--- config.mk ---
export PLATFORM = sky130hd
export DESIGN_NAME = midi_capture_ctrl
export DESIGN_NICKNAME = d
export VERILOG_FILES = /design/src/rtl/midi_cap_pkg.sv /design/src/rtl/mcc_handshake.sv /design/src/rtl/mcc_parser.sv /design/src/rtl/mcc_event_reg.sv /design/src/rtl/midi_capture_ctrl.sv
export SDC_FILE = /design/constraint.sdc
export NUM_CORES = 1
export LEC_CHECK = 0
export ABC_CLOCK_PERIOD_IN_PS = 2000
export BUFFER_PORTS_ARGS = -buffer_cell sky130_fd_sc_hd__buf_2
export CAP_MARGIN = 0
export CORE_MARGIN = 5
export CORE_UTILIZATION = 49
export CTS_BUF_LIST = sky130_fd_sc_hd__clkbuf_8
export DETAILED_ROUTE_END_ITERATION = 12
export MAX_ROUTING_LAYER = met4
export PLACE_DENSITY = 0.69
export SYNTH_ARGS = -nofsm -noshare
export SYNTH_HDL_FRONTEND = slang
export SYNTH_SLANG_ARGS = --single-unit
export TNS_END_PERCENT = 30
--- constraint.sdc ---
create_clock -name clk -period 2 [get_ports clk]
set_input_delay 0.1 -clock clk [delete_from_list [all_inputs] [get_ports clk]]
set_output_delay 0.1 -clock clk [all_outputs]
set_load 0.005 [all_outputs]
--- src/rtl/midi_cap_pkg.sv ---
package midi_cap_pkg;

  localparam int BYTE_W = 8;
  localparam int DATA_W = BYTE_W - 1;
  localparam int CHAN_W = 4;
  localparam logic [3:0] CMD_NOTE_ON  = 4'h9;
  localparam logic [3:0] CMD_NOTE_OFF = 4'h8;

  typedef enum logic [1:0] {
    PS_IDLE = 2'd0,
    PS_KEY  = 2'd1,
    PS_VEL  = 2'd2
  } parse_state_t;

  function automatic logic is_status(input logic [BYTE_W-1:0] b);
    return b[BYTE_W-1];
  endfunction

  function automatic logic is_note_cmd(input logic [BYTE_W-1:0] b);
    return (b[BYTE_W-1 -: 4] == CMD_NOTE_ON) || (b[BYTE_W-1 -: 4] == CMD_NOTE_OFF);
  endfunction

  function automatic logic cmd_is_on(input logic [BYTE_W-1:0] b);
    return b[BYTE_W-1 -: 4] == CMD_NOTE_ON;
  endfunction

  function automatic logic sounding(input logic on_cmd, input logic [DATA_W-1:0] vel);
    return on_cmd && (vel != '0);
  endfunction

endpackage

--- src/rtl/mcc_handshake.sv ---
module mcc_handshake
  import midi_cap_pkg::*;
(
  input  logic              clk,
  input  logic              rst,
  input  logic [BYTE_W-1:0] rx_byte,
  input  logic              rx_ready,
  output logic              ready_clr,
  output logic              take,
  output logic [BYTE_W-1:0] byte_q,
  output logic              armed
);

  logic accept;
  assign accept = armed && rx_ready;

  always_ff @(posedge clk) begin
    if (rst) begin
      armed     <= 1'b1;
      ready_clr <= 1'b0;
      take      <= 1'b0;
      byte_q    <= '0;
    end else begin
      ready_clr <= 1'b0;
      take      <= 1'b0;
      if (accept) begin
        armed     <= 1'b0;
        ready_clr <= 1'b1;
        take      <= 1'b1;
        byte_q    <= rx_byte;
      end else if (!armed && !rx_ready) begin
        armed <= 1'b1;
      end
    end
  end

endmodule

--- src/rtl/mcc_parser.sv ---
module mcc_parser
  import midi_cap_pkg::*;
(
  input  logic              clk,
  input  logic              rst,
  input  logic              take,
  input  logic [BYTE_W-1:0] byte_q,
  output logic              fire,
  output logic              on_cmd,
  output logic [CHAN_W-1:0] chan,
  output logic [DATA_W-1:0] key,
  output parse_state_t      state
);

  logic status_in;
  assign status_in = is_status(byte_q);
  assign fire = take && !status_in && (state == PS_VEL);

  always_ff @(posedge clk) begin
    if (rst) begin
      state  <= PS_IDLE;
      on_cmd <= 1'b0;
      chan   <= '0;
      key    <= '0;
    end else if (take) begin
      if (status_in) begin
        if (is_note_cmd(byte_q)) begin
          state  <= PS_KEY;
          on_cmd <= cmd_is_on(byte_q);
          chan   <= byte_q[CHAN_W-1:0];
        end else begin
          state <= PS_IDLE;
        end
      end else begin
        case (state)
          PS_KEY: begin
            key   <= byte_q[DATA_W-1:0];
            state <= PS_VEL;
          end
          PS_VEL:  state <= PS_IDLE;
          default: state <= PS_IDLE;
        endcase
      end
    end
  end

endmodule

--- src/rtl/mcc_event_reg.sv ---
module mcc_event_reg
  import midi_cap_pkg::*;
(
  input  logic              clk,
  input  logic              rst,
  input  logic              fire,
  input  logic              on_cmd,
  input  logic [CHAN_W-1:0] chan,
  input  logic [DATA_W-1:0] key,
  input  logic [DATA_W-1:0] vel,
  output logic              ev_valid,
  output logic              ev_on,
  output logic [CHAN_W-1:0] ev_chan,
  output logic [DATA_W-1:0] ev_key,
  output logic [DATA_W-1:0] ev_vel
);

  always_ff @(posedge clk) begin
    if (rst) begin
      ev_valid <= 1'b0;
      ev_on    <= 1'b0;
      ev_chan  <= '0;
      ev_key   <= '0;
      ev_vel   <= '0;
    end else begin
      ev_valid <= fire;
      if (fire) begin
        ev_on   <= sounding(on_cmd, vel);
        ev_chan <= chan;
        ev_key  <= key;
        ev_vel  <= vel;
      end
    end
  end

endmodule

--- src/rtl/midi_capture_ctrl.sv ---
module midi_capture_ctrl
  import midi_cap_pkg::*;
(
  input  logic       clk,
  input  logic       rst,
  input  logic [7:0] rx_byte,
  input  logic       rx_ready,
  output logic       ready_clr,
  output logic       ev_valid,
  output logic       ev_on,
  output logic [3:0] ev_chan,
  output logic [6:0] ev_key,
  output logic [6:0] ev_vel
);

  logic              hs_armed;
  logic              hs_take;
  logic [BYTE_W-1:0] hs_byte;
  logic              parse_fire;
  logic              parse_on;
  logic [CHAN_W-1:0] parse_chan;
  logic [DATA_W-1:0] parse_key;
  parse_state_t      parse_state;

  mcc_handshake u_hs (
    .clk       (clk),
    .rst       (rst),
    .rx_byte   (rx_byte),
    .rx_ready  (rx_ready),
    .ready_clr (ready_clr),
    .take      (hs_take),
    .byte_q    (hs_byte),
    .armed     (hs_armed)
  );

  mcc_parser u_parse (
    .clk    (clk),
    .rst    (rst),
    .take   (hs_take),
    .byte_q (hs_byte),
    .fire   (parse_fire),
    .on_cmd (parse_on),
    .chan   (parse_chan),
    .key    (parse_key),
    .state  (parse_state)
  );

  mcc_event_reg u_ev (
    .clk      (clk),
    .rst      (rst),
    .fire     (parse_fire),
    .on_cmd   (parse_on),
    .chan     (parse_chan),
    .key      (parse_key),
    .vel      (hs_byte[DATA_W-1:0]),
    .ev_valid (ev_valid),
    .ev_on    (ev_on),
    .ev_chan  (ev_chan),
    .ev_key   (ev_key),
    .ev_vel   (ev_vel)
  );

endmodule

### Yosys cells after proc, flatten, opt, wreduce, memory -nomap -nowiden

Cells that the tools add are included.

* register bits after elaboration: 44
* output and inout bits: 21
* logic and storage cells: 36
* input bits: 11

* muxes and demuxes: 6
* eq/ne operators: 4
* reduce and logical (&&, ||, !) cells: 13
* bitwise logic cells: 1

Operators by type and width (count)
* $eq 4x4->1 const B: 2
* $reduce_bool 7->1: 1
* $reduce_and 3->1: 2
* $logic_and 1x1->1: 5
* $mux 1: 4
* $mux 2: 2
* $logic_not 1->1: 3
* $eq 2x1->1 const B: 1
* $eq 2x2->1 const B: 1
* $reduce_bool 2->1: 1
* $logic_or 1x1->1: 1
* $not 1->1: 1

### Logic depth before layout (Yosys ltp)

* word-level depth: 4
* depth in mapped cells: 5
* mapped depth without buffers: 4

### Cells and area by module

Synthesis repeated with hierarchy kept, for this count alone.

* cells, all modules: 157
* area, all modules: 1704.1 um^2

Modules (own cells, without submodules)
* mcc_event_reg: instances 1, area an instance 711.9 um^2, seq. area each 400.4 um^2, cells each 66
* mcc_parser: instances 1, area an instance 606.8 um^2, seq. area each 280.3 um^2, cells each 56
* mcc_handshake: instances 1, area an instance 385.4 um^2, seq. area each 200.2 um^2, cells each 35

### Worst setup path after synthesis

No wires, ideal clock.

* path kind: register -> register
* from: register u_hs.byte_q[6]
* to: register u_ev.ev_on
* required time: 1.874 ns
* path buffers: 0
* path slack: 0.841 ns
* data arrival time: 1.033 ns
* setup time: 0.126 ns
* stages on the path, launching flop included: 4
* period minus slack after synthesis: 1.159 ns
* path through: dfxtp_1 or4_4 o211ai_2 a21oi_1

* word-level cells in the longest chain between the ends: 2

RTL lines
* start, declared: line mcc_handshake.sv:10 `output logic [BYTE_W-1:0] byte_q,`
* start signal, assigned: line mcc_handshake.sv:30 `byte_q <= rx_byte;`
* $reduce_bool 7->1: line midi_cap_pkg.sv:28 `return on_cmd && (vel != '0);`
* $logic_and 1x1->1: line midi_cap_pkg.sv:28
* end signal, assigned: line mcc_event_reg.sv:28 `ev_on <= sounding(on_cmd, vel);`
* end, declared: line mcc_event_reg.sv:12 `output logic ev_on,`

Every way passes these cells.
A chain may end at the register's enable or synchronous reset.

==> out/summary.json <==
{
  "clock_network": {
    "cts.reportedPaths.clkPinSlew_ns": 0.07,
    "cts-root-buf": "sky130_fd_sc_hd__clkbuf_8",
    "numCtsBuffers": 5,
    "tritoncts_clock_tree": "built",
    "cts_setup_buffers": 0,
    "cts_buffer_depth": 2,
    "htree_levels": 2,
    "clk_latency_ns": 0.28,
    "postCtsHoldBufs": 0,
    "postCtsResizedCells": 0,
    "clkSinkCount": 44
  },
  "floorplan": {
    "die_area_um2": 4490,
    "dieHeight_um": 67.0,
    "floorplan.rows": 20,
    "ios": 32,
    "core-area_um2": 3080,
    "fp.dieW_um": 67.0,
    "start_util_pct": 51.8
  },
  "yosys": {
    "synth-warning-count": 0,
    "synthTopCellsByArea": "sky130_fd_sc_hd__dfxtp_1, sky130_fd_sc_hd__mux2i_1, sky130_fd_sc_hd__nand2_1",
    "syn-cell-area_um2": 1590,
    "yosys.cell_types.count": 18,
    "synth_async_sr_flop_share_pct": 0,
    "mappedNetlistNets": 182,
    "leading_cell_types_by_count_after_synthesis": "sky130_fd_sc_hd__dfxtp_1, sky130_fd_sc_hd__nand2_1, sky130_fd_sc_hd__nor2_1",
    "synth_cells": 170,
    "synth-edff-count": 0,
    "synth_top_area_share_pct": 55.3,
    "ys_ff_latch": 44,
    "syn-mean-instance-area_um2": 9.38,
    "most_area_hungry_cell_type_in_the_yosys_netlist": "sky130_fd_sc_hd__dfxtp_1",
    "yosys.cell_count.top_type": "sky130_fd_sc_hd__dfxtp_1",
    "seq_area_frac_synth_pct": 55.3,
    "synthFlopType": "sky130_fd_sc_hd__dfxtp_1"
  },
  "power_and_ir_drop": {
    "cellLeakagePower_nw": 0.762,
    "max-vdd-ir-drop_mv": 0.651,
    "power_per_cell_area_nw_per_um2": 828
  },
  "routing": {
    "avgViaCountPerCell": 4.89,
    "vias": 1183,
    "detail_route.iter0.violations": 40,
    "firstDrtPassIters": 4,
    "routed_wire_length_per_instance_um": 12.5,
    "route.detailed.drc": 0,
    "routed_wl_mm": 3.03,
    "detail-route-antenna-nets": 0
  },
  "worst_hold_path": {
    "hold_path_class": "input port to register",
    "whs_path_depth": 3
  },
  "timing": {
    "worst_slew_margin_pct": 50.7,
    "finalCritPeriodShare_pct": 71.6,
    "worstMarginPinSlew_ns": 0.739,
    "period_needed_ns": 1.43,
    "rsz_0062_raised_after_global_routing": "no",
    "worst_slack_ns": 0.568,
    "final-max-slew-violation-count": 0,
    "timing.final.setup_violations": 0,
    "final_hold_viol_count": 0,
    "fmax_mhz": 698,
    "fin_worst_skew_ns": 0.00120,
    "timing.setup.tns_ns": 0,
    "worst_hold_slack_ns": 0.0477
  },
  "finish": {
    "finalNetCount": 209,
    "area.growth.synth_to_final_pct": 15.3,
    "register_area_um2": 881,
    "n_fill_cell": 304,
    "multi_input_area_um2": 642,
    "drive_above_1_share_pct": 20.7,
    "diodes": 0
  },
  "grt": {
    "grt-ovfl-total": 0,
    "antenna_found_initial": 0,
    "grt_max_degree": 45,
    "grt_util_met1_pct": 19.3,
    "use_met3_pct": 4.22,
    "busiest_layer": "met2",
    "grt_pass1_vias": 1118,
    "grt_first_pass_wirelength_mm": 5.17,
    "grt_util_met2_pct": 24.7,
    "global_routing_usage_summed_across_all_routing_layers_pct": 15.8
  },
  "worst_setup_path": {
    "worst-path-max-fanout": 19,
    "worstRegToRegCells": 3,
    "worst_ep_arrival_time_ns": 1.65,
    "worstSetupStartpointType": "register",
    "critical_path.endpoint_type": "register",
    "worst_ep_required_time_ns": 2.21,
    "worst-setup-path-type": "register to register"
  },
  "placed_design": {
    "portBuffers": 31,
    "routability_congestion": 0.715,
    "place_ws_ns": 0.586,
    "detailedPlacementHpwl_mm": 2.16
  },
  "outcome": {
    "status": "finished, final reports clean"
  },
  "job": {
    "maxCapViolCount": 0
  }
}
-- power breakdown --
group / switching, W / leakage [nW] / internal (W)
combinational: 0.0000397 / 0.352 / 0.0000382
sequential: 0.0000195 / 0.356 / 0.000892
clock: 0.000262 / 0.0538 / 0.000271
total: 0.000321 / 0.762 / 0.00120
-- final timing paths --
| path | from | to | slack (ns) |
|---|---|---|---|
| min reg2reg | u_ev.ev_chan[1] | u_ev.ev_chan[1] | 0.45 |
| max reg2reg | u_hs.ready_clr | u_ev.ev_on | 0.57 |
| min | rx_byte[4] | u_hs.byte_q[4] | 0.05 |
| max | u_hs.ready_clr | u_ev.ev_on | 0.57 |
-- kinds of logic (layout without fill, tap and decap cells) --
| kind of cell | Yosys count | in the layout | synth area share (%) |
|---|---|---|---|
| adders and majority gates | 1 | 1 | 0.785 |
| and+or+nand+nor | 68 | 68 | 18.9 |
| AOI/OAI and AO/OA | 22 | 22 | 7.38 |
| muxes | 21 | 21 | 13.2 |
| buffers and inverters | 14 | 42 | 4.47 |
| DFF | 44 | 44 | 55.3 |
-- metrics by stage --
stage	utilization [%]	std cells	power (W)	cell area [um2]
3_5_place_dp	56.8	234	0.00101	1750
4_1_cts	59.7	242	0.00154	1840
3_3_place_gp	56.8	234	0.00101	1750
5_1_grt	59.7	242	0.00160	1840
6_report	59.7	242	0.00152	1840
2_1_floorplan	-	170	0.000985	1590
-- state kept, by name, indices dropped and copies added (netlist names) --
| register | cells |
|---|---|
| u_ev.ev_chan | 4 |
| u_ev.ev_key | 7 |
| u_ev.ev_on | 1 |
| u_ev.ev_valid | 1 |
| u_ev.ev_vel | 7 |
| u_hs.armed | 1 |
| u_hs.byte_q | 8 |
| u_hs.ready_clr | 1 |
| u_parse.chan | 4 |
| u_parse.key | 7 |
| u_parse.on_cmd | 1 |
| u_parse.state | 2 |
-- per-layer routing --
| metal | vias up | share of wire (%) |
|---|---|---|
| li1 | 613 | - |
| met5 | - | 0 |
| met3 | 5 | 4.9 |
| met2 | 23 | 47 |
| met1 | 542 | 47 |
| met4 | 0 | 1.3 |
-- layout by cell type, fill, tap and decap left out --
master,Yosys,routed
sky130_fd_sc_hd__a21oi_1,21,21
sky130_fd_sc_hd__and4bb_1,3,3
sky130_fd_sc_hd__buf_2,3,31
sky130_fd_sc_hd__buf_4,2,1
sky130_fd_sc_hd__clkbuf_8,0,6
sky130_fd_sc_hd__dfxtp_1,44,44
sky130_fd_sc_hd__ha_1,1,1
sky130_fd_sc_hd__inv_1,1,3
sky130_fd_sc_hd__inv_2,1,1
sky130_fd_sc_hd__mux2i_1,21,21
sky130_fd_sc_hd__nand2_1,37,37
sky130_fd_sc_hd__nand2b_1,1,1
sky130_fd_sc_hd__nand4bb_1,1,1
sky130_fd_sc_hd__nor2_1,24,24
sky130_fd_sc_hd__o211ai_2,1,1
sky130_fd_sc_hd__or3_1,1,1
sky130_fd_sc_hd__or4_4,1,1
-- final cells by class --
| cell class | instances | share of cell area [%] |
|---|---|---|
| Inverter | 2 | 0.408 |
| Multi-Input combinational cell | 112 | 34.9 |
| Clock buffer | 6 | 4.49 |
| Timing Repair Buffer | 32 | 8.85 |
| Clock inverter | 2 | 0.408 |
| Sequential cell | 44 | 47.9 |
| Tap cell | 44 | 3.00 |
-- critical path, cell delays in order (launching register included) --
cell and delay (ns):
sky130_fd_sc_hd__dfxtp_1 0.40, sky130_fd_sc_hd__and4bb_1 0.66, sky130_fd_sc_hd__o211ai_2 0.15, sky130_fd_sc_hd__a21oi_1 0.15
Note: power is estimated with default switching activity, not from simulation.
